**config.mk**
```make
export PLATFORM = sky130hd
export DESIGN_NAME = qual_evt_counter
export DESIGN_NICKNAME = d
export VERILOG_FILES = /design/src/rtl/qec_pkg.sv /design/src/rtl/qec_select.sv /design/src/rtl/qec_qualify.sv /design/src/rtl/qec_count.sv /design/src/rtl/qual_evt_counter.sv
export SDC_FILE = /design/constraint.sdc
export NUM_CORES = 1
export LEC_CHECK = 0
export BUFFER_PORTS_ARGS = -buffer_cell sky130_fd_sc_hd__clkbuf_2
export CORE_MARGIN = 2
export CORE_UTILIZATION = 31
export CTS_BUF_LIST = sky130_fd_sc_hd__clkbuf_2 sky130_fd_sc_hd__clkbuf_4 sky130_fd_sc_hd__clkbuf_8
export CTS_CLUSTER_DIAMETER = 40
export DETAILED_ROUTE_END_ITERATION = 7
export GPL_TIMING_DRIVEN = 0
export PLACE_DENSITY = 0.56
export SLEW_MARGIN = 25
export SYNTH_ARGS = -nofsm -noshare
export SYNTH_HDL_FRONTEND = slang
export SYNTH_SLANG_ARGS = --single-unit
```
**constraint.sdc**
```tcl
create_clock -name clk_i -period 6.8 [get_ports clk_i]
set_clock_uncertainty 0.1 [all_clocks]
set_input_delay 1.36 -clock clk_i [delete_from_list [all_inputs] [get_ports clk_i]]
set_output_delay 1.36 -clock clk_i [all_outputs]
set_load 0.05 [all_outputs]
```
**src/rtl/qec_pkg.sv**
```systemverilog
package qec_pkg;
  localparam int unsigned CTRL_W = 32;

  typedef struct packed {
    logic [7:0] thresh;   // 31:24
    logic       rsvd1;    // 23
    logic       enable;   // 22
    logic       rsvd0;    // 21
    logic       irq_en;   // 20
    logic       inv;      // 19
    logic       edge_en;  // 18
    logic       os_en;    // 17
    logic       usr_en;   // 16
    logic [7:0] umask;    // 15:8
    logic [7:0] code;     // 7:0
  } ctrl_t;

  localparam logic [1:0] ADDR_CTRL = 2'd0;
  localparam logic [1:0] ADDR_CNT  = 2'd1;
  localparam logic [1:0] ADDR_STAT = 2'd2;
endpackage

```
**src/rtl/qec_select.sv**
```systemverilog
module qec_select #(
  parameter int unsigned NUM_GROUPS = 4
) (
  input  logic [NUM_GROUPS*8-1:0] lines_i,
  input  logic [7:0]              code_i,
  input  logic [7:0]              umask_i,
  output logic [3:0]              sum_o
);
  localparam int unsigned GSEL_W = (NUM_GROUPS > 1) ? $clog2(NUM_GROUPS) : 1;
  localparam logic [7:0]  NG8    = 8'(NUM_GROUPS);

  logic [7:0] grp [NUM_GROUPS];
  logic [7:0] picked;

  for (genvar g = 0; g < NUM_GROUPS; g++) begin : g_grp
    assign grp[g] = lines_i[g*8 +: 8];
  end

  always_comb begin
    picked = '0;
    if (code_i < NG8) picked = grp[code_i[GSEL_W-1:0]];
  end

  always_comb begin
    sum_o = '0;
    for (int k = 0; k < 8; k++) sum_o = sum_o + {3'b0, picked[k] & umask_i[k]};
  end
endmodule

```
**src/rtl/qec_qualify.sv**
```systemverilog
module qec_qualify
  import qec_pkg::*;
(
  input  logic       clk_i,
  input  logic       rst_ni,
  input  ctrl_t      ctrl_i,
  input  logic       ctrl_wr_i,
  input  logic [1:0] priv_i,
  input  logic [3:0] sum_i,
  output logic [3:0] inc_o
);
  logic thr_zero, priv_ok, active, ge, cond, prev_q;

  assign thr_zero = (ctrl_i.thresh == 8'd0);
  assign priv_ok  = (priv_i == 2'd0) ? ctrl_i.os_en : ctrl_i.usr_en;
  assign active   = ctrl_i.enable & priv_ok;
  assign ge       = ({4'b0, sum_i} >= ctrl_i.thresh);
  assign cond     = !thr_zero && active && (ctrl_i.inv ? !ge : ge);

  always_comb begin
    if (!active)             inc_o = 4'd0;
    else if (thr_zero)       inc_o = sum_i;
    else if (ctrl_i.edge_en) inc_o = {3'b0, cond & ~prev_q};
    else                     inc_o = {3'b0, cond};
  end

  // history cleared on rewrite or disable so counting never starts on a stale level
  always_ff @(posedge clk_i or negedge rst_ni) begin
    if (!rst_ni)                         prev_q <= 1'b0;
    else if (ctrl_wr_i || !ctrl_i.enable) prev_q <= 1'b0;
    else                                 prev_q <= cond;
  end

  AST_THR_UNIT: assert property (@(posedge clk_i) disable iff (!rst_ni)
    (ctrl_i.thresh != 8'd0) |-> (inc_o <= 4'd1));
  AST_INV_BELOW: assert property (@(posedge clk_i) disable iff (!rst_ni)
    (ctrl_i.thresh != 8'd0 && ctrl_i.inv && {4'b0, sum_i} >= ctrl_i.thresh) |-> (inc_o == 4'd0));
  AST_EDGE_ONCE: assert property (@(posedge clk_i) disable iff (!rst_ni)
    (ctrl_i.edge_en && ctrl_i.thresh != 8'd0 && inc_o != 4'd0 && !ctrl_wr_i) |=> (inc_o == 4'd0));
endmodule

```
**src/rtl/qec_count.sv**
```systemverilog
module qec_count #(
  parameter int unsigned CNT_W = 48
) (
  input  logic             clk_i,
  input  logic             rst_ni,
  input  logic [3:0]       inc_i,
  input  logic             wr_i,
  input  logic [CNT_W-1:0] wdata_i,
  input  logic             ovf_clr_i,
  output logic [CNT_W-1:0] cnt_o,
  output logic             ovf_o
);
  logic [CNT_W:0] nxt;
  logic           wrap;

  assign nxt  = {1'b0, cnt_o} + {{(CNT_W-3){1'b0}}, inc_i};
  assign wrap = !wr_i && nxt[CNT_W];

  always_ff @(posedge clk_i or negedge rst_ni) begin
    if (!rst_ni)   cnt_o <= '0;
    else if (wr_i) cnt_o <= wdata_i;
    else           cnt_o <= nxt[CNT_W-1:0];
  end

  // a new wrap outranks a same-cycle clear
  always_ff @(posedge clk_i or negedge rst_ni) begin
    if (!rst_ni)        ovf_o <= 1'b0;
    else if (wrap)      ovf_o <= 1'b1;
    else if (ovf_clr_i) ovf_o <= 1'b0;
  end

  AST_WR_WINS: assert property (@(posedge clk_i) disable iff (!rst_ni)
    wr_i |=> (cnt_o == $past(wdata_i)));
  AST_OVF_STICKY: assert property (@(posedge clk_i) disable iff (!rst_ni)
    (ovf_o && !ovf_clr_i) |=> ovf_o);
endmodule

```
**src/rtl/qual_evt_counter.sv**
```systemverilog
module qual_evt_counter
  import qec_pkg::*;
#(
  parameter int unsigned NUM_GROUPS = 4,
  parameter int unsigned CNT_W      = 48
) (
  input  logic                    clk_i,
  input  logic                    rst_ni,
  input  logic [NUM_GROUPS*8-1:0] evt_lines_i,
  input  logic [1:0]              priv_i,
  input  logic                    reg_we_i,
  input  logic [1:0]              reg_addr_i,
  input  logic [CNT_W-1:0]        reg_wdata_i,
  output logic [CNT_W-1:0]        reg_rdata_o,
  output logic                    irq_o
);
  ctrl_t            ctrl_q;
  logic             ctrl_wr, cnt_wr, stat_clr, ovf;
  logic [3:0]       sum, inc;
  logic [CNT_W-1:0] cnt;

  assign ctrl_wr  = reg_we_i && (reg_addr_i == ADDR_CTRL);
  assign cnt_wr   = reg_we_i && (reg_addr_i == ADDR_CNT);
  assign stat_clr = reg_we_i && (reg_addr_i == ADDR_STAT) && reg_wdata_i[0];

  always_ff @(posedge clk_i or negedge rst_ni) begin
    if (!rst_ni)      ctrl_q <= '0;
    else if (ctrl_wr) ctrl_q <= ctrl_t'(reg_wdata_i[CTRL_W-1:0]);
  end

  qec_select #(.NUM_GROUPS(NUM_GROUPS)) u_select (
    .lines_i (evt_lines_i),
    .code_i  (ctrl_q.code),
    .umask_i (ctrl_q.umask),
    .sum_o   (sum)
  );

  qec_qualify u_qualify (
    .clk_i     (clk_i),
    .rst_ni    (rst_ni),
    .ctrl_i    (ctrl_q),
    .ctrl_wr_i (ctrl_wr),
    .priv_i    (priv_i),
    .sum_i     (sum),
    .inc_o     (inc)
  );

  qec_count #(.CNT_W(CNT_W)) u_count (
    .clk_i     (clk_i),
    .rst_ni    (rst_ni),
    .inc_i     (inc),
    .wr_i      (cnt_wr),
    .wdata_i   (reg_wdata_i),
    .ovf_clr_i (stat_clr),
    .cnt_o     (cnt),
    .ovf_o     (ovf)
  );

  always_comb begin
    case (reg_addr_i)
      ADDR_CTRL: reg_rdata_o = {{(CNT_W-CTRL_W){1'b0}}, ctrl_q};
      ADDR_CNT:  reg_rdata_o = cnt;
      ADDR_STAT: reg_rdata_o = {{(CNT_W-1){1'b0}}, ovf};
      default:   reg_rdata_o = '0;
    endcase
  end

  assign irq_o = ovf & ctrl_q.irq_en;

  AST_HOLD_DISABLED: assert property (@(posedge clk_i) disable iff (!rst_ni)
    (!ctrl_q.enable && !cnt_wr) |=> $stable(cnt));
  AST_PRIV_GATE: assert property (@(posedge clk_i) disable iff (!rst_ni)
    (!cnt_wr && ((priv_i == 2'd0 && !ctrl_q.os_en) || (priv_i != 2'd0 && !ctrl_q.usr_en)))
      |=> $stable(cnt));
  AST_OOR_CODE: assert property (@(posedge clk_i) disable iff (!rst_ni)
    (!cnt_wr && ctrl_q.thresh == 8'd0 && ctrl_q.code >= 8'(NUM_GROUPS)) |=> $stable(cnt));
endmodule

```
Word level (Yosys, flattened, before mapping)
Cells that the tools add are included.
- register bits: 82
- bits of input ports: 87
- $add $sub $neg: 8
- magnitude comparators: 3
- equality and inequality tests: 2
- muxes and demuxes: 14
- bitwise operators: 13
- reduce and logical (&&, ||, !) cells: 16
- operators with widths (operator ; number):
    $pmux 48 s3 ; 1
    $add 48x4->49 ; 1
    $mux 48 ; 1
    $add 4x1->4 ; 6
    $mux 8 ; 3
    $bmux 8 s2 ; 1
    $and 1x1->1 ; 11
    $ge 4x8->1 ; 1
    $logic_not 8->1 ; 1
    $lt 8x3->1 const B ; 1
    $mux 4 ; 2
    $logic_and 1x1->1 ; 7
    $mux 1 ; 6
    $logic_not 1->1 ; 4
    $logic_not 2->1 ; 2
    $ge 3x3->1 const B ; 1
    $not 2->3 ; 1
    $add 1x1->2 ; 1
    $eq 2x1->1 const B ; 1
    $eq 2x2->1 const B ; 1
    $reduce_bool 2->1 ; 1
    $logic_or 1x1->1 ; 1
    $not 1->1 ; 1

Logic depth before layout (Yosys ltp)
Gate-level depths: netlist (run 1).
- depth in word-level cells: 24
- depth in mapped cells: 28

Hierarchy
A second synthesis (run 1) with hierarchy kept.
- cell total of the unflattened synthesis: 568
- area, all modules: 5522.8 um^2
- by module, submodules not included (module ; instances ; cells each ; area each (um^2) ; seq. area each (um^2)):
    qec_count ; 1 ; 328 ; 2941.6 ; 1226.2
    qual_evt_counter ; 1 ; 162 ; 1838.0 ; 800.8
    qec_select ; 1 ; 37 ; 447.9 ; 0.0
    qec_qualify ; 1 ; 41 ; 295.3 ; 25.0

Least setup slack after synthesis (run 1)
No wires, ideal clock.
- kind: input-to-reg
- start point: in evt_lines_i[24]
- end point: reg u_count.cnt_o[34]
- library setup time: 137 ps
- data arrival time: 6855 ps
- required time: 6563 ps
- slack: -292 ps
- stages: 27
- cells stage by stage: mux4_2 and3_1 ha_1 inv_1 fa_1 fa_1 inv_1 fa_1 inv_1 fa_1 inv_1 ha_1 a21boi_0 o21ai_0 a21oi_1 xor2_1 a32o_1 ha_1 inv_1 fa_1 nor2b_1 o31a_1 buf_2 nand2_1 nor4_2 xnor2_1 a21oi_1
- word-level cells in the longest chain between the ends: 22
- ends and longest elaborated chain (what ; line ; text):
    start: declaration ; qual_evt_counter.sv:9 ; input logic [NUM_GROUPS*8-1:0] evt_lines_i,
    $bmux 8 s2 (*) ; qec_select.sv:21 ; if (code_i < NG8) picked = grp[code_i[GSEL_W-1:0]];
    $mux 8 (not written as such) (*) (2 in series) ; qec_select.sv:21 ;
    $mux 8 (*) ; qec_select.sv:21 ;
    $and 1x1->1 (*) ; qec_select.sv:26 ; for (int k = 0; k < 8; k++) sum_o = sum_o + {3'b0, picked[k] & umask_i[k]};
    $add 1x1->2 (*) ; qec_select.sv:26 ;
    $add 4x1->4 (*) (6 in series) ; qec_select.sv:26 ;
    $ge 4x8->1 ; qec_qualify.sv:17 ; assign ge = ({4'b0, sum_i} >= ctrl_i.thresh);
    $logic_not 1->1 ; qec_qualify.sv:18 ; assign cond = !thr_zero && active && (ctrl_i.inv ? !ge : ge);
    $mux 1 ; qec_qualify.sv:18 ;
    $logic_and 1x1->1 ; qec_qualify.sv:18 ;
    $and 1x1->1 ; qec_qualify.sv:23 ; else if (ctrl_i.edge_en) inc_o = {3'b0, cond & ~prev_q};
    $mux 1 ; qec_qualify.sv:23 ;
    $mux 4 (*) ; qec_qualify.sv:22 ; else if (thr_zero) inc_o = sum_i;
    $mux 4 (*) ; qec_qualify.sv:21 ; if (!active) inc_o = 4'd0;
    $add 48x4->49 (*) ; qec_count.sv:16 ; assign nxt = {1'b0, cnt_o} + {{(CNT_W-3){1'b0}}, inc_i};
    $mux 48 (*) ; qec_count.sv:21 ; else if (wr_i) cnt_o <= wdata_i;
    end signal: assignment ; qec_count.sv:21 ;
    end signal: assignment ; qec_count.sv:22 ; else cnt_o <= nxt[CNT_W-1:0];
    end: declaration ; qec_count.sv:10 ; output logic [CNT_W-1:0] cnt_o,
Every way passes the cells marked *; elsewhere a longest branch is shown, timed or not. The select of a mux whose other input is x is not followed.
A chain may end at the register's enable or synchronous reset.

Worst setup path after layout (run 1)
- start point: in evt_lines_i[24]
- end point: reg u_count.cnt_o[40]
The elaborated chain is that of the path after synthesis.

==> flow_metrics.tcl, run 1 <==
set metrics [dict create \
    status "finished clean" \
    final_common_cell "clkbuf_2" \
    ys_seq_elements 82 \
    drv_cap 0 \
    synth_area_um2 5240 \
    grt_max_degree 83 \
    path_clk_slew_ns 0.09 \
    gp_congestion 0.843 \
    nets 802 \
    rr_worst_depth 28 \
    worstSetupStartpointType "input port" \
    design_area_um2 6640 \
    fin_crit_sh 1.00 \
    layout-drive-gt1-share 0.338 \
    critical_path.max_fanout 5 \
    netlist_instances 551 \
    ys_top_cells_by_area "dfrtp_1 39%, mux2_2 6.7%, nor2_1 6.5%" \
    vias_per_cell 4.93 \
    slew_headroom 0.396 \
    yosys_warnings 0 \
    synth_nets 654 \
    h-tree-depth 3 \
    initial_core_util 0.317 \
    reg2reg_from "ctrl_q[3]" \
    cts_root_buf "clkbuf_8" \
    combPwrFrac 0.320 \
    clk_latency_ns 0.38 \
    nFillCells 1680 \
    coreArea_um2 16500 \
    critPathKind "input port to flop" \
    n_antenna_cell 0 \
    r2r_slack_ns 0.12 \
    netSwitchingPower_uw 617 \
    cp-end-kind "flop" \
    cts_buffer_depth 2 \
    hold_viol_final 0 \
    cts_buffers 9 \
    routedWlPerCell_um 17.3 \
    clock_sinks 82 \
    tns_ns 0 \
    grt_overflow 0 \
    final-max-slew-violation-count 0 \
    placed_area_um2 6240 \
    max_freq_ghz 0.147 \
    p_int_mw 1.02 \
    powerDensity_nw_per_um2 247 \
    io_pins 136 \
    grt_pass1_wl_um 25700 \
    clkPwrFrac 0.261 \
    layout_common_cells "132 x clkbuf_2, 91 x nor2_1, 82 x dfrtp_1" \
    yosysUniqueCellTypes 42 \
    yosys_most_used_dff "dfrtp_1" \
    seq_power_share 0.419 \
    leakage_nw 3.03 \
    tightestPinTransition_ns 0.906 \
    min_path_type "flop to flop" \
    synth_edf_count 0 \
    die_w_um 134 \
    required_ns 6.95 \
    area_delta_synth_final_pct 26.7 \
    sw_frac_of_total 0.377 \
    num_rows 47 \
    avgSynthCellArea_um2 9.51 \
    drtIter0Drc 203 \
    dieHeight_um 134 \
    grt_usage 0.184 \
    timing.rr.end "u_count.cnt_o[40]" \
    dp_hpwl_um 12000 \
    synth-async-reset-ratio 1.00 \
    drc 0 \
    setup_viol 0 \
    vias 4551 \
    whs_endpoint "ctrl_q[23]" \
    die-area_um2 18000 \
    grt_pass1_vias 4883 \
    numPortBuffers 133 \
    hold_path_depth 1 \
    firstDrtPassIters 4 \
    synth_top_area_share 0.392 \
    cp.arrival_ns 6.94 \
    period_needed_ns 6.80 \
    hold_start "ctrl_q[23]" \
    rsz0062_at_grt "true" \
    yosysSeqAreaShare 0.392 \
    antenna_found_initial 0 \
    wirelength_um 16000 \
    ant_nets 0 \
    peakVddDrop_mv 0.0977 \
    cts_tree "done" \
    yosysTopAreaCell "dfrtp_1" \
]
per-layer routing:
layer / global-route usage / vias to the layer above / share of wire
met2: 0.307 / 156 / 0.48
met1: 0.243 / 2197 / 0.45
met4: 0.0515 / 0 / 0.012
li1: - / 2182 / -
met5: 0 / - / 0
met3: 0.0393 / 16 / 0.060
power groups by stage:
stage / clock network [mW] / registers (mW) / logic, mW
after floorplan: 0 / 0.656 / 0.390
after global placement: 0 / 0.681 / 0.510
after detailed placement: 0 / 0.687 / 0.522
after CTS: 0.438 / 0.685 / 0.520
after global routing: 0.458 / 0.703 / 0.573
final: 0.428 / 0.686 / 0.525
how the worst max path moves through the flow:
stage / cells past startpoint / start / to
4_1_cts: 29 / evt_lines_i[24] / u_count.cnt_o[46]
3_3_place_gp: 28 / evt_lines_i[25] / u_count.cnt_o[46]
5_1_grt: 29 / evt_lines_i[24] / u_count.cnt_o[42]
3_5_place_dp: 28 / evt_lines_i[24] / u_count.cnt_o[46]
2_1_floorplan: 27 / evt_lines_i[25] / u_count.cnt_o[46]
6_report: 28 / evt_lines_i[24] / u_count.cnt_o[40]
Yosys cell counts, types with 6 or more instances:
master	count
xnor2_1	26
nor2_1	91
mux2_2	31
mux4_2	8
and3_1	11
dfrtp_1	82
clkbuf_1	21
and2_1	22
nand2_1	33
mux2i_1	32
o21ai_0	7
xor2_1	21
ha_1	11
a21oi_1	51
nor3_1	7
inv_1	24
nor3_2	6
nand4_1	11
nand3_1	13
final cells by class:
type / count / area, um^2 / share of cell area
buffer: 27 / 126 / 0.0190
clock buffer: 12 / 165 / 0.0249
clock inverter: 4 / 72.6 / 0.0109
inverter: 24 / 90.1 / 0.0136
multi-input combinational: 417 / 3140 / 0.473
sequential: 82 / 2050 / 0.309
tap: 220 / 275 / 0.0415
timing repair buffer: 138 / 716 / 0.108
sequential cells by signal (all words and copies together) (netlist names):
register / flops
ctrl_q: 32
u_count.ovf_o: 1
u_qualify.prev_q: 1
u_count.cnt_o: 48
worst max-delay path, cell delays in order:
cell and delay (ns):
clkbuf_2 0.08, mux4_2 0.45, and3_4 0.17, ha_4 0.25, inv_2 0.03, fa_1 0.46
fa_1 0.53, inv_2 0.05, fa_2 0.39, inv_2 0.06, fa_1 0.41, inv_2 0.09
ha_4 0.19, a21boi_2 0.14, o21ai_1 0.16, a21oi_2 0.09, xor2_1 0.17, a32o_2 0.24
ha_4 0.15, inv_2 0.04, fa_2 0.35, nor2b_2 0.15, o31a_1 0.19, buf_4 0.14
nand4_4 0.15, nor3_2 0.23, xnor2_1 0.14, a21oi_1 0.08
stage by stage:
| stage | power, mW | std cells | util | hold WS, ns | setup slack, ns |
|---|---|---|---|---|---|
| 6_report | 1.64 | 924 | 0.402 | 0.420 | 0.000359 |
| 5_1_grt | 1.73 | 924 | 0.402 | 0.447 | -0.269 |
| 4_1_cts | 1.64 | 923 | 0.396 | 0.419 | 0.00328 |
| 3_5_place_dp | 1.21 | 904 | 0.378 | 0.399 | -0.744 |
| 3_3_place_gp | 1.19 | 904 | 0.377 | 0.388 | -0.670 |
| 2_1_floorplan | 1.05 | 551 | - | 0.379 | -0.0364 |
kinds of logic after synthesis:
| group | count (synthesis) | synth area share |
|---|---|---|
| buffers and inverters | 52 | 0.0408 |
| AOI/OAI and AO/OA | 66 | 0.0688 |
| muxes | 71 | 0.162 |
| xor gates and xnor gates | 47 | 0.0786 |
| adders and majority gates | 16 | 0.0454 |
| DFF | 82 | 0.392 |
| and+or+nand+nor | 217 | 0.213 |
repair_timing:
item | CTS | global route
hold buffers | 0 | 0
buffers inserted | 4 | 2
endpoints found under the setup margin | 41 | 33
gates resized for setup | 7 | 16
pin swaps | 3 | 23
Power figures use the tool's default switching activity.
==> run 2: changes to the inputs <==
--- a/config.mk
+++ b/config.mk
@@ -12,7 +12,6 @@
 export CTS_CLUSTER_DIAMETER = 40
 export DETAILED_ROUTE_END_ITERATION = 7
 export GPL_TIMING_DRIVEN = 0
-export PLACE_DENSITY = 0.56
 export SLEW_MARGIN = 25
 export SYNTH_ARGS = -nofsm -noshare
 export SYNTH_HDL_FRONTEND = slang
==> flow_metrics.tcl, run 2 (synthesis results as in run 1) <==
set metrics [dict create \
    status "finished clean" \
    peakVddDrop_mv 0.132 \
    dp_cells 905 \
    dp_slack_ns -0.710 \
    final_common_cell "clkbuf_2" \
    r2r_slack_ns 0.20 \
    numPortBuffers 133 \
    wirelength_um 15500 \
    grt_usage 0.179 \
    powerDensity_nw_per_um2 237 \
    dp_hpwl_um 11600 \
    cts_buffer_depth 2 \
    cp_common_cell "inv_2" \
    grt_overflow 0 \
    firstDrtPassIters 4 \
    grt_pass1_vias 4615 \
    nets 810 \
    cp-end-kind "flop" \
    clock_sinks 82 \
    h-tree-depth 3 \
    timing.rr.end "u_count.cnt_o[20]" \
    cts_tree "done" \
    drv_cap 0 \
    whs_ns 0.412 \
    slew_headroom 0.398 \
    hold_path_depth 1 \
    gp_congestion 0.845 \
    n_antenna_cell 0 \
    drc 0 \
    worstSetupStartpointType "input port" \
    dieHeight_um 134 \
    vias 4524 \
    hold_viol_final 0 \
    tightestPinTransition_ns 0.903 \
    vias_per_cell 4.85 \
    largest_register "u_count.cnt_o" \
    cp.arrival_ns 6.90 \
    final-max-slew-violation-count 0 \
    setup_ws_ns 0.0515 \
    critical_path.max_fanout 4 \
    routedWlPerCell_um 16.6 \
    max_freq_ghz 0.148 \
    setup_viol 0 \
    critPathKind "input port to flop" \
    cp_slowest_stage_delay_ns 0.55 \
    whs_endpoint "ctrl_q[21]" \
    reg2reg_from "ctrl_q[0]" \
    grt_pass1_wl_um 24800 \
    cts_buffers 9 \
    path_clk_slew_ns 0.08 \
    die_w_um 134 \
    num_rows 47 \
    period_needed_ns 6.75 \
    io_pins 136 \
    required_ns 6.95 \
    die-area_um2 18000 \
    rr_worst_depth 29 \
    leakage_nw 3.06 \
    coreArea_um2 16500 \
    layout_common_cells "131 x clkbuf_2, 90 x nor2_1, 82 x dfrtp_1" \
    hold_start "ctrl_q[21]" \
    ant_nets 0 \
    cts_root_buf "clkbuf_8" \
    area_delta_synth_final_pct 28.2 \
    nFillCells 1680 \
    antenna_found_initial 0 \
    drtIter0Drc 210 \
    grt_max_degree 83 \
    crit_path_top_delay_cell "fa_1" \
    fin_crit_sh 0.992 \
    final_cells 932 \
    initial_core_util 0.317 \
    rsz0062_at_grt "true" \
    clk_latency_ns 0.38 \
    layout-drive-gt1-share 0.353 \
    min_path_type "flop to flop" \
    top_regs "u_count.cnt_o x48, ctrl_q x32" \
    largest_register_ffs 48 \
]
[run 2: through the flow]
step	utilization	power [mW]	setup TNS, ns	cell area, um^2
floorplan	-	1.05	-0.0364	5300
global placement	0.377	1.20	-12.72	6240
detailed placement	0.380	1.21	-13.16	6270
CTS	0.395	1.59	0	6530
global route	0.407	1.69	-2.80	6720
finish	0.407	1.59	0	6720
[run 2: critical path, delay by kind of cell]
| kind | cells | cell delay (ns) |
|---|---|---|
| AOI/OAI and AO/OA | 6 | 0.88 |
| xor gates and xnor gates | 2 | 0.34 |
| adders and majority gates | 8 | 2.65 |
| buffers and inverters | 9 | 0.65 |
| muxes | 1 | 0.46 |
| and+or+nand+nor | 4 | 0.57 |
[run 2: layout make-up]
type                            count  area (um^2)  area share
Buffer                             27          126      0.0188
Clock buffer                       11          151      0.0225
Clock inverter                      5         52.6     0.00782
Inverter                           24         90.1      0.0134
Multi-Input combinational cell    417         3160       0.470
Sequential cell                    82         2050       0.305
Tap cell                          220          275      0.0410
Timing Repair Buffer              146          810       0.121
[run 2: layer usage]
layer | up-vias | part of all wire | track usage
li1 | 2196 | - | -
met1 | 2180 | 0.46 | 0.250
met2 | 136 | 0.46 | 0.285
met3 | 12 | 0.066 | 0.0385
met4 | 0 | 0.012 | 0.0462
met5 | - | 0 | 0
[run 2: how the worst max path moves through the flow]
stage	slack, ns	startpoint	end
final	0.05	evt_lines_i[17]	u_count.cnt_o[20]
after global placement	-0.69	evt_lines_i[17]	u_count.cnt_o[46]
after global routing	-0.22	evt_lines_i[25]	u_count.cnt_o[38]
after CTS	0.008	evt_lines_i[25]	u_count.cnt_o[46]
after detailed placement	-0.71	evt_lines_i[25]	u_count.cnt_o[46]
after floorplan	-0.04	evt_lines_i[25]	u_count.cnt_o[46]
[run 2: power by group]
| part | internal [mW] | total (mW) | switching, mW |
|---|---|---|---|
| clock network | 0.188 | 0.374 | 0.187 |
| registers | 0.581 | 0.688 | 0.107 |
| logic | 0.207 | 0.527 | 0.319 |
[run 2: timing repair]
action                                  CTS  global route
pin swaps                                 4            28
setup buffers                             4             9
endpoints found under the setup margin   33            34
resized for setup                         7            24
hold buffers                              0             0
==> run 3: changes to the inputs <==
--- a/config.mk
+++ b/config.mk
@@ -7,11 +7,12 @@
 export LEC_CHECK = 0
 export BUFFER_PORTS_ARGS = -buffer_cell sky130_fd_sc_hd__clkbuf_2
 export CORE_MARGIN = 2
-export CORE_UTILIZATION = 31
+export CORE_UTILIZATION = 35
 export CTS_BUF_LIST = sky130_fd_sc_hd__clkbuf_2 sky130_fd_sc_hd__clkbuf_4 sky130_fd_sc_hd__clkbuf_8
 export CTS_CLUSTER_DIAMETER = 40
 export DETAILED_ROUTE_END_ITERATION = 7
 export GPL_TIMING_DRIVEN = 0
+export REMOVE_ABC_BUFFERS = 1
 export SLEW_MARGIN = 25
 export SYNTH_ARGS = -nofsm -noshare
 export SYNTH_HDL_FRONTEND = slang
==> flow_metrics.tcl, run 3 (synthesis results as in run 1) <==
set metrics [dict create \
    period_needed_ns 6.71 \
    drc 0 \
    final-max-slew-violation-count 0 \
    m1WireLength_um 6460 \
    drv_cap 0 \
    grt_pass1_wl_um 22900 \
    grt_usage 0.177 \
    grt_pass1_vias 4581 \
    clk_latency_ns 0.37 \
    min_path_type "flop to flop" \
    gp_congestion 0.837 \
    powerDensity_nw_per_um2 248 \
    final_common_cell "clkbuf_2" \
    wirelength_um 14000 \
    max_freq_ghz 0.149 \
    layout_common_cells "132 x clkbuf_2, 90 x nor2_1, 82 x dfrtp_1" \
    setup_viol 0 \
    area_delta_synth_final_pct 26.7 \
    cp.arrival_ns 6.84 \
    clock_sinks 82 \
    ant_nets 0 \
    io_pins 136 \
    h-tree-depth 3 \
    initial_core_util 0.359 \
    slew_headroom 0.480 \
    leakage_nw 3.04 \
    routedWlPerCell_um 16.0 \
    cts_root_buf "clkbuf_8" \
    num_rows 44 \
    dieHeight_um 126 \
    design_area_um2 6640 \
    firstDrtPassIters 4 \
    grt_max_degree 83 \
    n_antenna_cell 0 \
    wl_met3_um 751 \
    critPathKind "input port to flop" \
    critical_path.max_fanout 5 \
    tightestPinTransition_ns 0.780 \
    largest_register_ffs 48 \
    numPortBuffers 135 \
    cts_buffers 9 \
    peakVddDrop_mv 0.155 \
    top_regs "u_count.cnt_o x48, ctrl_q x32" \
    grt_overflow 0 \
    rsz0062_at_grt "true" \
    cp-end-kind "flop" \
    antenna_found_initial 0 \
    dp_hpwl_um 10200 \
    hold_viol_final 0 \
    nets 788 \
    whs_ns 0.412 \
    die-area_um2 16000 \
    cts_buffer_depth 2 \
    die_w_um 126 \
    status "finished clean" \
    placed_area_um2 6100 \
    fin_crit_sh 0.987 \
    path_clk_slew_ns 0.08 \
    worstSetupStartpointType "input port" \
    required_ns 6.93 \
    drtIter0Drc 193 \
    layout-drive-gt1-share 0.368 \
    vias_per_cell 5.07 \
    wl_met2_um 6570 \
    cts_tree "done" \
    maxUsedRoutingLayer "met4" \
    coreArea_um2 14600 \
    vias 4433 \
    largest_register "u_count.cnt_o" \
]
## run 3: cell count changes in the layout (fill, tap and decap cells not counted), sizes merged
cell	delta
clkbuf	-21
buf	-3
bufinv	+2
clkinv	-2
clkinvlp	+2
## run 3: path summary, 6_finish.rpt
kind | from | to | slack (ns) | depth (start not counted)
hold reg to reg | ctrl_q[21] | ctrl_q[21] | 0.41 | 1
max in group asynchronous | rst_ni | ctrl_q[23] | 5.19 | 1
setup reg to reg | ctrl_q[0] | u_count.cnt_o[40] | 0.27 | 26
setup / recovery | evt_lines_i[24] | u_count.cnt_o[40] | 0.09 | 27
min in group asynchronous | rst_ni | u_count.cnt_o[39] | 0.92 | 1
hold / removal | ctrl_q[21] | ctrl_q[21] | 0.41 | 1
## run 3: timing repair
item / 4_1_cts / 5_1_grt
hold buffers: 0 / 0
endpoints found under the setup margin: 44 / 35
buffers inserted: 5 / 6
pin swaps: 19 / 25
resized for setup: 29 / 18
endpoints found under the hold margin: 0 / 0
## run 3: power breakdown
group | switching, mW | internal, mW
Clock | 0.189 | 0.243
Combinational | 0.312 | 0.211
Sequential | 0.109 | 0.581
## run 3: worst max-delay path: stages
cell,delay [ns]
buf_6,0.09
mux4_2,0.47
and3_4,0.17
ha_4,0.26
inv_2,0.03
fa_1,0.45
fa_1,0.50
inv_2,0.04
fa_2,0.39
inv_2,0.06
fa_1,0.41
inv_2,0.10
ha_4,0.20
a21boi_2,0.15
o21ai_2,0.13
a21oi_2,0.07
xor2_1,0.18
a32o_2,0.24
ha_4,0.16
inv_2,0.04
fa_2,0.36
nor2b_4,0.14
o31a_4,0.19
nand4_4,0.18
nor3_4,0.26
xnor2_1,0.14
a21oi_1,0.08
## run 3: layout make-up
cell class              count  area (um^2)
clock buffers               9          124
clock inverters             7          118
fillers                  1438         7950
inverters                  24         90.1
multi-input cells         417         3180
flip-flops and latches     82         2050
well taps                 184          230
repair buffers            151          845
## run 3: metal layers
metal | up-vias | track usage
li1 | 2153 | -
met1 | 2125 | 0.232
met2 | 138 | 0.296
met3 | 17 | 0.0401
met4 | 0 | 0.0452
met5 | - | 0
## run 3: stage by stage
stage               setup TNS [ns]  setup slack [ns]  cells  power (mW)  utilization
floorplan                    -4.93            -0.373    523        1.03            -
global placement            -49.92             -1.24    842        1.18        0.413
detailed placement          -35.30             -1.25    847        1.19        0.418
CTS                       -0.00745          -0.00745    868        1.65        0.446
global route                -0.887            -0.112    874        1.74        0.455
finish                           0            0.0904    874        1.64        0.455
